`src/rtl/gpio_port_pkg.sv`:
```
package gpio_port_pkg;
    localparam int PORT_W   = 8;
    localparam int ADDR_W   = 4;

    typedef struct packed {
        logic [PORT_W-1:0] dat;
        logic [PORT_W-1:0] dir;
    } port_state_t;
endpackage

```
`src/rtl/gpio_port_sync.sv`:
```
module gpio_port_sync #(
    parameter int WIDTH  = 8,
    parameter int STAGES = 2
) (
    input  logic             clk,
    input  logic             rst_n,
    input  logic [WIDTH-1:0] async_in,
    output logic [WIDTH-1:0] sync_out
);
    logic [WIDTH-1:0] stage_d [STAGES];
    logic [WIDTH-1:0] stage_q [STAGES];

    always_comb begin
        stage_d[0] = async_in;
        for (int s = 1; s < STAGES; s++) begin
            stage_d[s] = stage_q[s-1];
        end
    end

    generate
        for (genvar g = 0; g < STAGES; g++) begin : g_stage
            always_ff @(posedge clk or negedge rst_n) begin
                if (!rst_n) stage_q[g] <= '0;
                else        stage_q[g] <= stage_d[g];
            end
        end
    endgenerate

    assign sync_out = stage_q[STAGES-1];

    // the output follows the input two edges late
    assert_sync_delay_R4: assert property (@(posedge clk) disable iff (!rst_n)
        $past(rst_n, 2) |-> (sync_out == $past(async_in, STAGES)));
endmodule

```
`src/rtl/gpio_port_regs.sv`:
```
module gpio_port_regs
    import gpio_port_pkg::*;
#(
    parameter int WIDTH   = 8,
    parameter int CLK_PIN = 2
) (
    input  logic             clk,
    input  logic             rst_n,
    input  logic             wr_dat,
    input  logic             wr_dir,
    input  logic [WIDTH-1:0] wdata,
    input  logic             clkout_en,
    output logic [WIDTH-1:0] dat_q,
    output logic [WIDTH-1:0] dir_q
);
    logic [WIDTH-1:0] dat_d;
    logic [WIDTH-1:0] dir_d;
    logic [WIDTH-1:0] keep_mask;

    always_comb begin
        keep_mask          = '1;
        keep_mask[CLK_PIN] = !clkout_en;
        dat_d = wr_dat ? wdata : dat_q;
        dat_d = dat_d & keep_mask;
        dir_d = wr_dir ? wdata : dir_q;
    end

    always_ff @(posedge clk) begin
        dat_q <= dat_d;
    end

    always_ff @(posedge clk or negedge rst_n) begin
        if (!rst_n) dir_q <= '0;
        else        dir_q <= dir_d;
    end

    assert_dir_cleared_R1: assert property (@(posedge clk)
        !rst_n |=> (dir_q == '0));
    assert_dat_write_R2: assert property (@(posedge clk) disable iff (!rst_n)
        (wr_dat && !clkout_en) |=> (dat_q == $past(wdata)));
    assert_dir_write_R9: assert property (@(posedge clk) disable iff (!rst_n)
        wr_dir |=> (dir_q == $past(wdata)));
    assert_clk_bit_clear_R10: assert property (@(posedge clk) disable iff (!rst_n)
        clkout_en |=> (dat_q[CLK_PIN] == 1'b0));
endmodule

```
`src/rtl/gpio_port_mux.sv`:
```
module gpio_port_mux #(
    parameter int WIDTH    = 8,
    parameter int CLK_PIN  = 2,
    parameter int MISO_PIN = 5,
    parameter int MOSI_PIN = 6,
    parameter int SCK_PIN  = 7
) (
    input  logic [WIDTH-1:0] dat_q,
    input  logic [WIDTH-1:0] dir_q,
    input  logic [WIDTH-1:0] pad_sync,
    input  logic [WIDTH-1:0] pad_raw,
    input  logic             spi_en,
    input  logic             spi_master,
    input  logic             spi_miso_drv,
    input  logic             spi_mosi_drv,
    input  logic             spi_sck_drv,
    input  logic             clkout_en,
    input  logic             sys_clk_val,
    output logic [WIDTH-1:0] pin_out,
    output logic [WIDTH-1:0] pin_oe,
    output logic [WIDTH-1:0] port_rd,
    output logic             spi_miso_rx,
    output logic             spi_mosi_rx,
    output logic             spi_sck_rx
);
    generate
        for (genvar p = 0; p < WIDTH; p++) begin : g_pin
            logic out_d, oe_d, rd_d;
            always_comb begin
                out_d = dat_q[p];
                oe_d  = dir_q[p];
                rd_d  = dir_q[p] ? dat_q[p] : pad_sync[p];
                if (p == CLK_PIN) begin
                    if (clkout_en) begin
                        out_d = sys_clk_val;
                        oe_d  = 1'b1;
                        rd_d  = 1'b0;
                    end
                end else if (p == MISO_PIN) begin
                    if (spi_en) begin
                        out_d = spi_miso_drv;
                        oe_d  = !spi_master;
                    end
                end else if (p == MOSI_PIN) begin
                    if (spi_en) begin
                        out_d = spi_mosi_drv;
                        oe_d  = spi_master;
                    end
                end else if (p == SCK_PIN) begin
                    if (spi_en) begin
                        out_d = spi_sck_drv;
                        oe_d  = spi_master;
                    end
                end
            end
            assign pin_out[p] = out_d;
            assign pin_oe[p]  = oe_d;
            assign port_rd[p] = rd_d;
        end
    endgenerate

    assign spi_miso_rx = pad_raw[MISO_PIN];
    assign spi_mosi_rx = pad_raw[MOSI_PIN];
    assign spi_sck_rx  = pad_raw[SCK_PIN];
endmodule

```
`src/rtl/gpio_port_ovr.sv`:
```
module gpio_port_ovr
    import gpio_port_pkg::*;
#(
    parameter int WIDTH     = PORT_W,
    parameter int AW        = ADDR_W,
    parameter int DAT_ADDR  = 1,
    parameter int DIR_ADDR  = 5,
    parameter int SYNC_STG  = 2,
    parameter int CLK_PIN   = 2,
    parameter int MISO_PIN  = 5,
    parameter int MOSI_PIN  = 6,
    parameter int SCK_PIN   = 7
) (
    input  logic             clk,
    input  logic             rst_n,
    input  logic [AW-1:0]    bus_addr,
    input  logic             bus_wr,
    input  logic [WIDTH-1:0] bus_wdata,
    output logic [WIDTH-1:0] bus_rdata,
    input  logic [WIDTH-1:0] pin_in,
    output logic [WIDTH-1:0] pin_out,
    output logic [WIDTH-1:0] pin_oe,
    input  logic             spi_en,
    input  logic             spi_master,
    input  logic             spi_miso_drv,
    input  logic             spi_mosi_drv,
    input  logic             spi_sck_drv,
    output logic             spi_miso_rx,
    output logic             spi_mosi_rx,
    output logic             spi_sck_rx,
    input  logic             clkout_en,
    input  logic             sys_clk_val
);
    localparam logic [AW-1:0] DAT_A = AW'(DAT_ADDR);
    localparam logic [AW-1:0] DIR_A = AW'(DIR_ADDR);

    logic             hit_dat, hit_dir;
    logic [WIDTH-1:0] dat_q, dir_q, pad_sync, port_rd;

    assign hit_dat = (bus_addr == DAT_A);
    assign hit_dir = (bus_addr == DIR_A);

    gpio_port_sync #(.WIDTH(WIDTH), .STAGES(SYNC_STG)) u_sync (
        .clk(clk), .rst_n(rst_n), .async_in(pin_in), .sync_out(pad_sync)
    );

    gpio_port_regs #(.WIDTH(WIDTH), .CLK_PIN(CLK_PIN)) u_regs (
        .clk(clk), .rst_n(rst_n),
        .wr_dat(bus_wr && hit_dat), .wr_dir(bus_wr && hit_dir),
        .wdata(bus_wdata), .clkout_en(clkout_en),
        .dat_q(dat_q), .dir_q(dir_q)
    );

    gpio_port_mux #(.WIDTH(WIDTH), .CLK_PIN(CLK_PIN), .MISO_PIN(MISO_PIN),
                    .MOSI_PIN(MOSI_PIN), .SCK_PIN(SCK_PIN)) u_mux (
        .dat_q(dat_q), .dir_q(dir_q), .pad_sync(pad_sync), .pad_raw(pin_in),
        .spi_en(spi_en), .spi_master(spi_master),
        .spi_miso_drv(spi_miso_drv), .spi_mosi_drv(spi_mosi_drv),
        .spi_sck_drv(spi_sck_drv), .clkout_en(clkout_en),
        .sys_clk_val(sys_clk_val), .pin_out(pin_out), .pin_oe(pin_oe),
        .port_rd(port_rd), .spi_miso_rx(spi_miso_rx),
        .spi_mosi_rx(spi_mosi_rx), .spi_sck_rx(spi_sck_rx)
    );

    always_comb begin
        bus_rdata = '0;
        if (hit_dat)      bus_rdata = port_rd;
        else if (hit_dir) bus_rdata = dir_q;
    end

    assert_clk_pin_owned_R8: assert property (@(posedge clk) disable iff (!rst_n)
        clkout_en |-> (pin_oe[CLK_PIN] && pin_out[CLK_PIN] == sys_clk_val));
    assert_spi_master_oe_R5: assert property (@(posedge clk) disable iff (!rst_n)
        (spi_en && spi_master) |-> (!pin_oe[MISO_PIN] && pin_oe[MOSI_PIN] && pin_oe[SCK_PIN]));
    assert_spi_slave_oe_R6: assert property (@(posedge clk) disable iff (!rst_n)
        (spi_en && !spi_master) |-> (pin_oe[MISO_PIN] && !pin_oe[MOSI_PIN] && !pin_oe[SCK_PIN]));
    assert_clk_bit_reads_zero_R10: assert property (@(posedge clk) disable iff (!rst_n)
        (clkout_en && hit_dat) |-> (bus_rdata[CLK_PIN] == 1'b0));
    assert_unmapped_zero_R11: assert property (@(posedge clk) disable iff (!rst_n)
        (!hit_dat && !hit_dir) |-> (bus_rdata == '0));
endmodule

```
`config.mk`:
```
export PLATFORM = sky130hd
export DESIGN_NAME = gpio_port_ovr
export DESIGN_NICKNAME = d
export VERILOG_FILES = /design/src/rtl/gpio_port_pkg.sv /design/src/rtl/gpio_port_sync.sv /design/src/rtl/gpio_port_regs.sv /design/src/rtl/gpio_port_mux.sv /design/src/rtl/gpio_port_ovr.sv
export SDC_FILE = /design/constraint.sdc
export NUM_CORES = 1
export LEC_CHECK = 0
export BUFFER_PORTS_ARGS = -buffer_cell sky130_fd_sc_hd__buf_2
export CORE_ASPECT_RATIO = 1.5
export CORE_UTILIZATION = 36
export DETAILED_ROUTE_END_ITERATION = 8
export HOLD_SLACK_MARGIN = 0.1
export MAX_ROUTING_LAYER = met4
export PLACE_DENSITY = 0.66
export SYNTH_ARGS = -nofsm -noshare
export SYNTH_HDL_FRONTEND = slang
export SYNTH_HIERARCHICAL = 1
export SYNTH_SLANG_ARGS = --single-unit
```
`constraint.sdc`:
```
create_clock -name clk -period 1.2 [get_ports clk]
set_clock_uncertainty 0.05 [all_clocks]
set_input_delay 0.24 -clock clk [delete_from_list [all_inputs] [get_ports clk]]
set_output_delay 0.24 -clock clk [all_outputs]
set_load 0.03 [all_outputs]
```
==> run summary <==
IR analysis of the VDD net gives a maximum drop of 1.024 mV. The total overflow left after global routing is 0. The number of sinks on the clock net came out at 32.

The antenna violation net count after detailed routing is 0, and the clock latency of the later-clocked register in the worst-skew pair is 0.28 ns. The largest buffer count on any clock path is 2, and the area of all sequential standard cells is 832.0 um2. Static timing analysis puts the maximum clock frequency at 605.9 MHz. Dividing the detail-routed wire length by the instance count gives 13.54 um. The clock-pin slew reported for the worst setup and hold paths after clock tree synthesis was 0.06 ns. Setup violations remaining at the end of the flow were counted as 38.

In this run the number of H-tree levels came out at 2. The total area inside the core boundary comes to 0.003994 mm2. The number of global-route vias before repair is 1123. At the pin with the least slew margin, the transition time is 0.5398 ns.

In the final design database the tool counted 217 nets. The tools report the source of the worst hold timing path as bus_wdata[3]. The class of the most critical setup path was flop to output pin. TritonCTS built the clock tree. Of all nets on the critical path, the largest fanout is 2. 0 antenna diodes ended up in the layout. The tools report the type of element launching the critical path as a flop. The Yosys step of the flow raised 6 warnings. The cell count after synthesis came out at 113.

57 I/O pins were placed. The flow ran to the end, but the final reports show violations. The post-route worst setup slack was -0.4506 ns; the total die area was 0.004517 mm2. The checks that failed: negative setup slack. The startpoint identified for the worst register-to-register timing path is u_regs/dir_q[6]. The tool flagged a number of max-cap violations equal to 0. Post-route DRC violation count: 0. After synthesis, the mean cell area works out to 13.53 um2. For this configuration, the core starts out at a cell density of 38.28%. The number of nets in the synthesized netlist is 143. The overall die height is 81.82 um. In this run, synthesis produced a sequential element count of 32. Counting distinct cell types in the post-synthesis netlist gives 17. The tools report the number of antenna violations at the first check in global routing as 0. The number of pins exceeding their max-slew limit in the final report is 0. The wire length of the first global-routing pass was 4905 um; the final weighted congestion in routability-driven placement was 0.7628.

In this run the cell area of the synthesized design comes to 0.001529 mm2. In this run the horizontal extent of the chip is 55.21 um. The minimum clock period after layout is 1.651 ns, and the normalized max-slew margin is 64.02%. The tree is rooted in a sky130_fd_sc_hd__clkbuf_8. In this run the power density over the cells is 1332 mW/mm2. The leakage power of the design was 0.001105 uW.

Using the TritonRoute via totals, the vias-per-cell ratio works out to 4.412. The first routing iteration left 5 violations. The tools report the placement row count as 28. For the final count of hold timing violations, the log shows 0.

At the worst endpoint, the arrival time is 1.36 ns. In this run, CTS created clock tree buffers numbering 5. The tools report the multi-input logic area as 483.0 um2. The tools report the category of the worst setup path capture point as an output pin.

The quantity of I/O buffers inserted on ports works out to 56. The critical path starts at u_regs/dir_q[6]. The area added between synthesis and finish was 48.61%.

The global router's overall resource usage was 15.02%; the total half-perimeter wirelength after legalization and detailed placement was 2249 um. Cells with a size suffix above 1 make up 62.77% of the layout. Summing over every cut layer, the via total after detailed routing is 1028. Data required time of the critical path: 0.91 ns. The run gives 56.89% as the share of the core filled with cells in the final layout. The worst path uses 137.5% of the clock period. Setup repair after global routing could not meet its margin everywhere. At the placement stage, the worst setup path has a slack of -0.4792 ns. In the final timing run, aggregate negative setup slack is -6.160 ns. Of the synthesized area, sequential elements account for 54.34%. The maximum number of pins on one net before global-route repair was 25.

Path class of the lowest-slack min-delay path: input pin to flop. The first-pass detailed-route iteration total came out at 3. Number of fill cells in the layout: 346.

For this block, the routed nets add up to 3155 um of wire.
[routing by layer]
layer | GRT usage (%) | part of all wire, %
met5 | - | 0
met4 | 9.000 | 3.1
met3 | 3.780 | 4.1
met2 | 29.28 | 59
met1 | 12.71 | 34
[cells in the final DEF, fill, tap and decap left out, types with 5 or more instances in the layout]
| cell type | count |
|---|---|
| sky130_fd_sc_hd__mux2_4 | 14 |
| sky130_fd_sc_hd__buf_6 | 28 |
| sky130_fd_sc_hd__mux2i_1 | 10 |
| sky130_fd_sc_hd__clkbuf_8 | 5 |
| sky130_fd_sc_hd__mux2_2 | 5 |
| sky130_fd_sc_hd__dlygate4sd3_1 | 14 |
| sky130_fd_sc_hd__edfxtp_1 | 7 |
| sky130_fd_sc_hd__nor2_1 | 10 |
| sky130_fd_sc_hd__buf_4 | 22 |
| sky130_fd_sc_hd__buf_2 | 33 |
| sky130_fd_sc_hd__dfrtp_1 | 24 |
[where the power goes]
part           internal, uW  total (uW)  switching (uW)
combinational           567         968             401
clock                   403         785             383
sequential             1210        1270            65.0
[metrics by stage]
stage	total power (uW)	instance area, um2	hold WS, ns	cells
after floorplan	1839	1535	-0.1056	113
after global placement	1967	1808	0.2001	205
after detailed placement	1991	1808	0.2052	205
after CTS	2962	2178	0.1007	225
after global routing	3173	2272	0.1001	233
final	3026	2272	0.1111	233
[layout make-up]
| cell class | count | share of cell area [%] |
|---|---|---|
| clock buffer | 5 | 3.029 |
| clock inverter | 3 | 0.8260 |
| inverter | 2 | 0.3304 |
| multi-input combinational | 48 | 21.26 |
| sequential | 32 | 36.62 |
| tap | 45 | 2.478 |
| timing repair buffer | 98 | 35.46 |
[worst paths after layout]
check                                          end  slack [ns]  cells past startpoint
worst min-delay path               u_regs/dat_q[3]        0.11                      1
worst max register to register     u_regs/dir_q[6]        0.10                      3
worst min register to register  u_sync/sync_out[4]        0.30                      0
min in group asynchronous        u_sync/stage_d[7]        0.41                      2
worst max-delay path                  bus_rdata[6]       -0.45                      4
max in group asynchronous       u_sync/sync_out[0]        0.32                      2
[synthesized netlist by cell type]
master / count / area share, %
sky130_fd_sc_hd__nor2_1: 11 / 2.7
sky130_fd_sc_hd__edfxtp_1: 7 / 14
sky130_fd_sc_hd__or3b_1: 1 / 0.57
sky130_fd_sc_hd__or2_2: 1 / 0.41
sky130_fd_sc_hd__mux2_2: 8 / 5.9
sky130_fd_sc_hd__nor3b_2: 1 / 0.82
sky130_fd_sc_hd__mux2_4: 11 / 11
sky130_fd_sc_hd__dfrtp_1: 24 / 39
sky130_fd_sc_hd__o21ai_0: 2 / 0.65
sky130_fd_sc_hd__mux2i_1: 10 / 6.5
sky130_fd_sc_hd__buf_4: 27 / 13
sky130_fd_sc_hd__nand2_1: 2 / 0.49
sky130_fd_sc_hd__dfxtp_1: 1 / 1.3
sky130_fd_sc_hd__buf_6: 3 / 2.2
sky130_fd_sc_hd__buf_2: 1 / 0.33
sky130_fd_sc_hd__inv_1: 2 / 0.49
sky130_fd_sc_hd__o21a_1: 1 / 0.49
[state kept, by name (all words and copies together), names as in the netlist]
signal	cells
u_regs/dir_q	8
u_sync/sync_out	8
u_sync/stage_d	8
u_regs/dat_q	8
[cells by family after synthesis]
family                 after synthesis  share of synthesized area, %
multiplexers                        29                         23.24
AO/OA/AOI/OAI                        3                         1.146
buffers and inverters               33                         16.28
flip-flops                          32                         54.34
AND/OR/NAND/NOR                     16                         4.992
[critical path, cell delays in order, from the launching register on]
cell and delay [ns]:
sky130_fd_sc_hd__dfrtp_1 0.42, sky130_fd_sc_hd__mux2_4 0.31, sky130_fd_sc_hd__mux2i_1 0.14, sky130_fd_sc_hd__nor2_1 0.06, sky130_fd_sc_hd__buf_4 0.16
[timing repair]
item	4_1_cts	5_1_grt
resized for setup	55	10
hold buffers	11	3
buffers inserted	3	8
setup endpoints to repair	38	38
pin swaps	2	3
hold endpoints to repair	34	3
(Power assumes the default switching activity.)
